### src/rtl/mulseq_pkg.sv
package mulseq_pkg;

  typedef enum logic [2:0] {
    MS_IDLE  = 3'd0,
    MS_INIT  = 3'd1,
    MS_TEST  = 3'd2,
    MS_ADD   = 3'd3,
    MS_SHIFT = 3'd4
  } ms_state_e;

  // Next-state rule; any undefined code drops back to idle
  function automatic ms_state_e ms_next(input logic [2:0] cur, input logic start,
                                        input logic lsb, input logic last);
    ms_state_e nxt;
    case (cur)
      MS_IDLE:  nxt = start ? MS_INIT : MS_IDLE;
      MS_INIT:  nxt = MS_TEST;
      MS_TEST:  nxt = lsb ? MS_ADD : MS_SHIFT;
      MS_ADD:   nxt = MS_SHIFT;
      MS_SHIFT: nxt = last ? MS_IDLE : MS_TEST;
      default:  nxt = MS_IDLE;
    endcase
    return nxt;
  endfunction

endpackage

### src/rtl/mulseq_next.sv
module mulseq_next
  import mulseq_pkg::*;
(
  input  ms_state_e state_i,
  input  logic      start_i,
  input  logic      lsb_i,
  input  logic      last_i,
  output ms_state_e next_o
);

  always_comb next_o = ms_next(state_i, start_i, lsb_i, last_i);

endmodule

### src/rtl/mulseq_shcnt.sv
module mulseq_shcnt #(
  parameter int unsigned OPERAND_W = 8,
  localparam int unsigned CNT_W    = $clog2(OPERAND_W + 1)
) (
  input  logic             clk,
  input  logic             rst,
  input  logic             clr_i,
  input  logic             inc_i,
  output logic [CNT_W-1:0] cnt_o,
  output logic             last_o
);

  localparam logic [CNT_W-1:0] LAST_CNT = CNT_W'(OPERAND_W - 1);
  localparam logic [CNT_W-1:0] MAX_CNT  = CNT_W'(OPERAND_W);

  function automatic logic at_last(input logic [CNT_W-1:0] c);
    return c == LAST_CNT;
  endfunction

  logic [CNT_W-1:0] cnt_q = '0;

  always_ff @(posedge clk) begin
    if (rst || clr_i) cnt_q <= '0;
    else if (inc_i)   cnt_q <= cnt_q + CNT_W'(1);
  end

  assign cnt_o  = cnt_q;
  assign last_o = at_last(cnt_q);

  // the count never runs past the operand width
  p_cnt_bound_r6: assert property (@(posedge clk) disable iff (rst)
    cnt_q <= MAX_CNT);

  // a clear always lands on zero
  p_cnt_clear_r6: assert property (@(posedge clk) disable iff (rst)
    clr_i |=> cnt_q == '0);

endmodule

### src/rtl/mulseq_ctrl.sv
module mulseq_ctrl
  import mulseq_pkg::*;
#(
  parameter int unsigned OPERAND_W = 8
) (
  input  logic clk,
  input  logic rst,
  input  logic start_i,
  input  logic lsb_i,
  output logic idle_o,
  output logic load_o,
  output logic add_o,
  output logic shift_o
);

  localparam int unsigned CNT_W = $clog2(OPERAND_W + 1);

  ms_state_e        state_q = MS_IDLE;
  ms_state_e        state_d;
  logic [CNT_W-1:0] shift_cnt;
  logic             last_shift;
  logic             in_test;

  mulseq_next u_next (
    .state_i (state_q),
    .start_i (start_i),
    .lsb_i   (lsb_i),
    .last_i  (last_shift),
    .next_o  (state_d)
  );

  mulseq_shcnt #(.OPERAND_W(OPERAND_W)) u_cnt (
    .clk    (clk),
    .rst    (rst),
    .clr_i  (load_o),
    .inc_i  (shift_o),
    .cnt_o  (shift_cnt),
    .last_o (last_shift)
  );

  always_ff @(posedge clk) begin
    if (rst) state_q <= MS_IDLE;
    else     state_q <= state_d;
  end

  assign idle_o  = (state_q == MS_IDLE);
  assign load_o  = (state_q == MS_INIT);
  assign add_o   = (state_q == MS_ADD);
  assign shift_o = (state_q == MS_SHIFT);
  assign in_test = (state_q == MS_TEST);


  p_idle_hold_r2: assert property (@(posedge clk) disable iff (rst)
    idle_o && !start_i |=> idle_o);

  p_start_load_r3: assert property (@(posedge clk) disable iff (rst)
    idle_o && start_i |=> load_o);
  p_load_test_r3: assert property (@(posedge clk) disable iff (rst)
    load_o |=> in_test);

  p_one_cmd_r4: assert property (@(posedge clk)
    $onehot0({idle_o, load_o, add_o, shift_o, in_test}));

  p_test_add_r5: assert property (@(posedge clk) disable iff (rst)
    in_test && lsb_i |=> add_o);
  p_test_shift_r5: assert property (@(posedge clk) disable iff (rst)
    in_test && !lsb_i |=> shift_o);
  p_add_shift_r5: assert property (@(posedge clk) disable iff (rst)
    add_o |=> shift_o);

  p_last_exit_r6: assert property (@(posedge clk) disable iff (rst)
    shift_o && last_shift |=> idle_o);

  p_reset_idle_r7: assert property (@(posedge clk)
    rst |=> idle_o);

endmodule

### config.mk
export PLATFORM = sky130hd
export DESIGN_NAME = mulseq_ctrl
export DESIGN_NICKNAME = d
export VERILOG_FILES = /design/src/rtl/mulseq_pkg.sv /design/src/rtl/mulseq_next.sv /design/src/rtl/mulseq_shcnt.sv /design/src/rtl/mulseq_ctrl.sv
export SDC_FILE = /design/constraint.sdc
export NUM_CORES = 1
export LEC_CHECK = 0
export BUFFER_PORTS_ARGS = -buffer_cell sky130_fd_sc_hd__buf_4
export CAP_MARGIN = 5
export CORE_AREA = 2 2 39 41
export CTS_CLUSTER_SIZE = 24
export DETAILED_ROUTE_END_ITERATION = 16
export DIE_AREA = 0 0 41 43
export PLACE_DENSITY_LB_ADDON = 0.25
export REMOVE_ABC_BUFFERS = 1
export SYNTH_ARGS = -nofsm -noshare
export SYNTH_HDL_FRONTEND = slang
export SYNTH_SLANG_ARGS = --single-unit
### constraint.sdc
create_clock -name clk -period 1.25 [get_ports clk]
set_input_delay 0 -clock clk [delete_from_list [all_inputs] [get_ports clk]]
set_output_delay 0 -clock clk [all_outputs]
set_load 0.01 [all_outputs]
# Word-level counts from Yosys, hierarchy flattened

Index checks and enable logic that the tools add are counted.

Bits in registers: 7
Input port bits: 4
Word-level logic and storage cells: 14
Output and inout port bits: 4

Eq/ne operators: 5
Mux-type cells: 4
Reduce and logical (&&, ||, !) cells: 2
Add/sub/neg operators: 1

Operator list:

| operator                                       | number |
|---|---|
| case mux 3 bit (5 select lines)                | 1 |
| == test 3 x 2 -> 1 bit (second input constant) | 2 |
| adder 4 x 1 -> 4 bit (second input constant)   | 1 |
| == test 4 x 3 -> 1 bit (second input constant) | 1 |
| == test 3 x 1 -> 1 bit (second input constant) | 1 |
| == test 3 bit (second input constant)          | 1 |
| zero test 3 bit                                | 1 |
| two-way mux 3 bit                              | 1 |
| two-way mux 2 bit                              | 1 |
| logical OR 1 bit                               | 1 |
| two-way mux 1 bit                              | 1 |

# Depth between registers and ports, before layout

Depth in word-level cells: 3
Mapped depth: 5
Mapped depth without buffers: 4

# Cells and area by module

A second synthesis with hierarchy kept.

Cells, all modules: 37
Area, all modules: 355.3 um2

Modules (own cells, without submodules):

| module       | cells an instance | area each (um2) | sequential area each (um2) | instances |
|---|---|---|---|---|
| mulseq_shcnt | 19                | 185.2           | 80.1                       | 1 |
| mulseq_ctrl  | 10                | 108.9           | 60.1                       | 1 |
| mulseq_next  | 8                 | 61.3            | 0.0                        | 1 |

# Least setup slack after synthesis

Ideal clock, no wire load.

Path kind: reg-to-reg
Start point: register state_q[2]
End point: register u_cnt.cnt_q[3] (netlist: u_cnt.cnt_o[3])
Clock period less this slack: 1.328 ns
Library setup time: 0.070 ns
Arrival time: 1.258 ns
Required time: 1.180 ns
Stages on the path, launching flop included: 4
Buffers on the path: 0
Slack: -0.078 ns
Cells stage by stage: dfxtp_1 > or3b_4 > or3_1 > a21oi_1

Longest elaborated chain between the ends: 2
Elaborated cells between the ends (all ways): 3
Those cells by class: eq/ne: 2; reduce/logical: 1

RTL lines:

| element                | line               | text |
|---|---|---|
| from (decl)            | mulseq_ctrl.sv:18  | `ms_state_e state_q = MS_IDLE;` |
| from (signal assigned) | mulseq_ctrl.sv:43  | `else state_q <= state_d;` |
| == test 3 x 1 -> 1 bit | mulseq_ctrl.sv:47  | `assign load_o = (state_q == MS_INIT);` |
| logical OR 1 bit       | mulseq_shcnt.sv:23 | `if (rst \|\| clr_i) cnt_q <= '0;` |
| to (signal assigned)   | mulseq_shcnt.sv:24 | `else if (inc_i) cnt_q <= cnt_q + CNT_W'(1);` |
| to (decl)              | mulseq_shcnt.sv:20 | `logic [CNT_W-1:0] cnt_q = '0;` |

Parallel ways exist; a longest one is shown, timed or not.
A chain may end at the register's enable or synchronous reset.

# Final worst setup path

Start point: register state_q[0]
End point: output shift_o

Longest elaborated chain between the ends: 1

RTL lines:

| element       | line              | text |
|---|---|---|
| == test 3 bit | mulseq_ctrl.sv:49 | `assign shift_o = (state_q == MS_SHIFT);` |
| to (decl)     | mulseq_ctrl.sv:13 | `output logic shift_o` |

Every way passes these cells.

==> summary.md <==
| Metric | Value |
|---|---|
| Vias in the first global route | `about 300` |
| Comb power frac | `0.173` |
| Mean Syn Cell Area | `slightly above 9 µm²` |
| Initial antenna violation count | `0` |
| Final core utilization | `0.355` |
| First-pass GRT wire length | `around 1.2 mm` |
| Relative slew slack | `0.835` |
| Clock Power Share | `0.384` |
| Num CTS Buffers | `3` |
| Wire length per cell | `9.82 µm` |
| Final setup skew | `roughly 0.0085 ns` |
| Gpl congestion | `0.676` |
| Synthesized flop and latch total | `7` |
| Detailed Route WL | `668 µm` |
| Clock Latency Late Sink | `0.25 ns` |
| First DRT Iteration DRCs | `6` |
| CTS root buf | `clkbuf_4` |
| Psw | `133 µW` |
| Post-synthesis instance total | `37` |
| Fin. max-slew vios | `0` |
| Register area | `~140 µm²` |
| Design Area, Final | `between 400 and 500 µm²` |
| Unrepaired setup endpoints after global routing | `true` |
| CP Max Fanout | `3` |
| Yosys cell types | `25` |
| # fillers | `about 150` |
| Final hold vios | `0` |
| Max IR drop VDD | `~0.44 mV` |
| Die width | `41 µm` |
| Final setup viols | `0` |
| Avg Vias per Cell | `about 4.6` |
| Ports | `8` |
| Internal | `approximately 400 µW` |
| Clock buffer depth | `2` |
| Seq pwr share | `0.443` |
| Total die area | `0.00176 mm²` |
| Final global-route overflow total | `0` |
| Tmin final | `roughly 1.2 ns` |
| 1st-pass router iterations | `2` |
| Required time of the critical path | `about 1.3 ns` |
| Tot Pwr | `about 530 µW` |
| Crit path launch type | `register` |
| Area of the multi-input gates | `around 190 µm²` |
| Num Clock Sinks | `7` |
| ANT nets after route | `0` |
| Fmax | `slightly above 800 MHz` |
| Pwr Density | `1080 mW/mm²` |
| Sw frac | `0.250` |
| Status | `complete, no violations` |
| Setup CP Type | `reg -> out` |
| Starting density of the core | `0.250` |
| Post-DP Area | `about 440 µm²` |
| Worst Hold Class | `in -> reg` |
| Setup ws final | `around 0.011 ns` |
| DRC violations left | `0` |
| DP Worst Slack | `around 0.014 ns` |
| CP endpoint kind | `primary output` |
| Inserted Diodes | `0` |
| Nets | `58` |
| Yosys warnings | `0` |
| Dpl hpwl | `slightly above 500 µm` |
| Maxcap violations | `0` |
| Final worst path period share | `0.991` |
| Mapped Area | `between 300 and 400 µm²` |
| H-tree lvl count | `1` |
| Largest net degree at the start of global routing | `10` |
| Std cell rows | `14` |
| Pleak | `0.199 nW` |
| Layout area overhead | `42.4%` |
| Port Buf Inserts | `7` |
| CORE AREA | `approximately 0.0014 mm²` |
| Crit path DAT | `~1.2 ns` |
| CTS tree | `done` |
| Share of cells above drive strength 1 | `0.423` |
| Clock edge transition at the registers on the reported setup and hold paths | `approximately 0.06 ns` |
| Die span in y | `about 43 µm` |
| Via count | `310` |
| Worst Max-Slew Pin Slew | `approximately 0.24 ns` |
| Setup TNS | `0 ns` |
| Gr usage total | `0.101` |
| Sequential element share of the synthesized area | `0.406` |
synth_stat cells:
cell,count,share of area
a31oi_1,1,0.018
or2_2,1,0.018
or3b_4,1,0.033
nor3b_1,1,0.022
a211oi_1,1,0.022
xnor2_1,2,0.051
nand2_1,2,0.022
o21a_1,1,0.022
dfxtp_1,7,0.41
buf_6,1,0.033
nand3_1,1,0.014
mux2i_1,1,0.029
inv_1,3,0.033
nor4b_1,1,0.025
nor2b_1,1,0.018
and4bb_2,1,0.036
and3_1,1,0.018
a311o_1,1,0.029
nor2_1,2,0.022
or3_1,1,0.018
nor3_1,1,0.014
ha_1,1,0.036
nor4_1,1,0.018
a21oi_1,2,0.029
o21ai_0,1,0.014
layer usage:
metal  vias up  wire [µm]  track usage
li1        161          -            -
met1       138        337        0.130
met2         9        271        0.122
met3         2         54       0.0628
met4         0          4       0.0600
met5         -          0            0
worst max-delay path, stage by stage, from the launching register on:
cell	delay [ns]
dfxtp_2	0.32
or3b_4	0.39
buf_6	0.13
inv_4	0.05
buf_6	0.09
layout by cell type, fill, tap and decap left out:
cell	instances
a311o_1	1
a211oi_2	1
nor4_1	1
clkbuf_4	3
and4bb_2	1
nor3b_1	1
and3_1	1
nor2b_1	1
o21a_1	1
nor2_1	2
buf_4	9
or3b_4	1
o21ai_0	1
ha_1	1
dfxtp_1	5
a21oi_1	2
or2_2	1
or3_1	1
dlygate4sd3_1	1
nor3_1	1
a31oi_1	1
xnor2_1	2
nor4b_1	1
buf_6	2
mux2i_1	1
dfxtp_2	2
nand2_1	2
inv_4	1
inv_1	2
nand3_1	1
clkinv_2	1
logic make-up (layout without fill, tap and decap cells):
kind of cell             Yosys count  after routing  synth area share
AO/OA/AOI/OAI                      7              7             0.134
XOR/XNOR                           2              2            0.0507
adder cells (fa/ha/maj)            1              1            0.0362
buffers and inverters              4             19            0.0652
flip-flops                         7              7             0.406
multiplexers                       1              1            0.0290
AND/OR/NAND/NOR                   15             15             0.279
sequential cells by signal, summed over array words and instances, names as in the netlist:
signal,cells
u_cnt.cnt_o,4
state_q,3
worst paths after layout:
path / start / to / slack (ns) / cells after the start
max: state_q[0]$_SDFF_PP0_ / shift_o / 0.01 / 4
min: start_i / state_q[0]$_SDFF_PP0_ / 0.06 / 3
max reg2reg: state_q[0]$_SDFF_PP0_ / u_cnt.cnt_o[3]$_SDFFE_PP0N_ / 0.04 / 3
min reg2reg: u_cnt.cnt_o[1]$_SDFFE_PP0N_ / u_cnt.cnt_o[1]$_SDFFE_PP0N_ / 0.48 / 2
layout make-up:
type | count | area share
inverters | 3 | 0.0280
clock buffers | 3 | 0.0458
flip-flops and latches | 7 | 0.290
clock inverters | 1 | 0.0102
multi-input cells | 26 | 0.382
well taps | 16 | 0.0407
repair buffers | 12 | 0.204
timing repair:
| item | in CTS | in global routing |
|---|---|---|
| endpoints found under the setup margin | 1 | 3 |
| gates cloned | 0 | 0 |
| buffers inserted | 0 | 0 |
| resized for setup | 5 | 2 |
| hold endpoints to repair | 3 | 0 |
| hold buffers | 1 | 0 |
| pin swaps | 2 | 3 |
stage by stage:
stage	hold slack, ns	cells
finish	0.0559	68
CTS	0.0532	68
global placement	0.200	63
floorplan	0.0728	36
global route	0.0656	68
detailed placement	0.201	63
power groups by stage:
stage,Sequential [mW],Combinational (mW),Clock (mW)
after global routing,0.237,0.101,0.228
after CTS,0.235,0.0906,0.213
after detailed placement,0.240,0.0854,0
final,0.236,0.0920,0.205
after global placement,0.240,0.0870,0
after floorplan,0.247,0.0351,0
(Power assumes the default switching activity.)
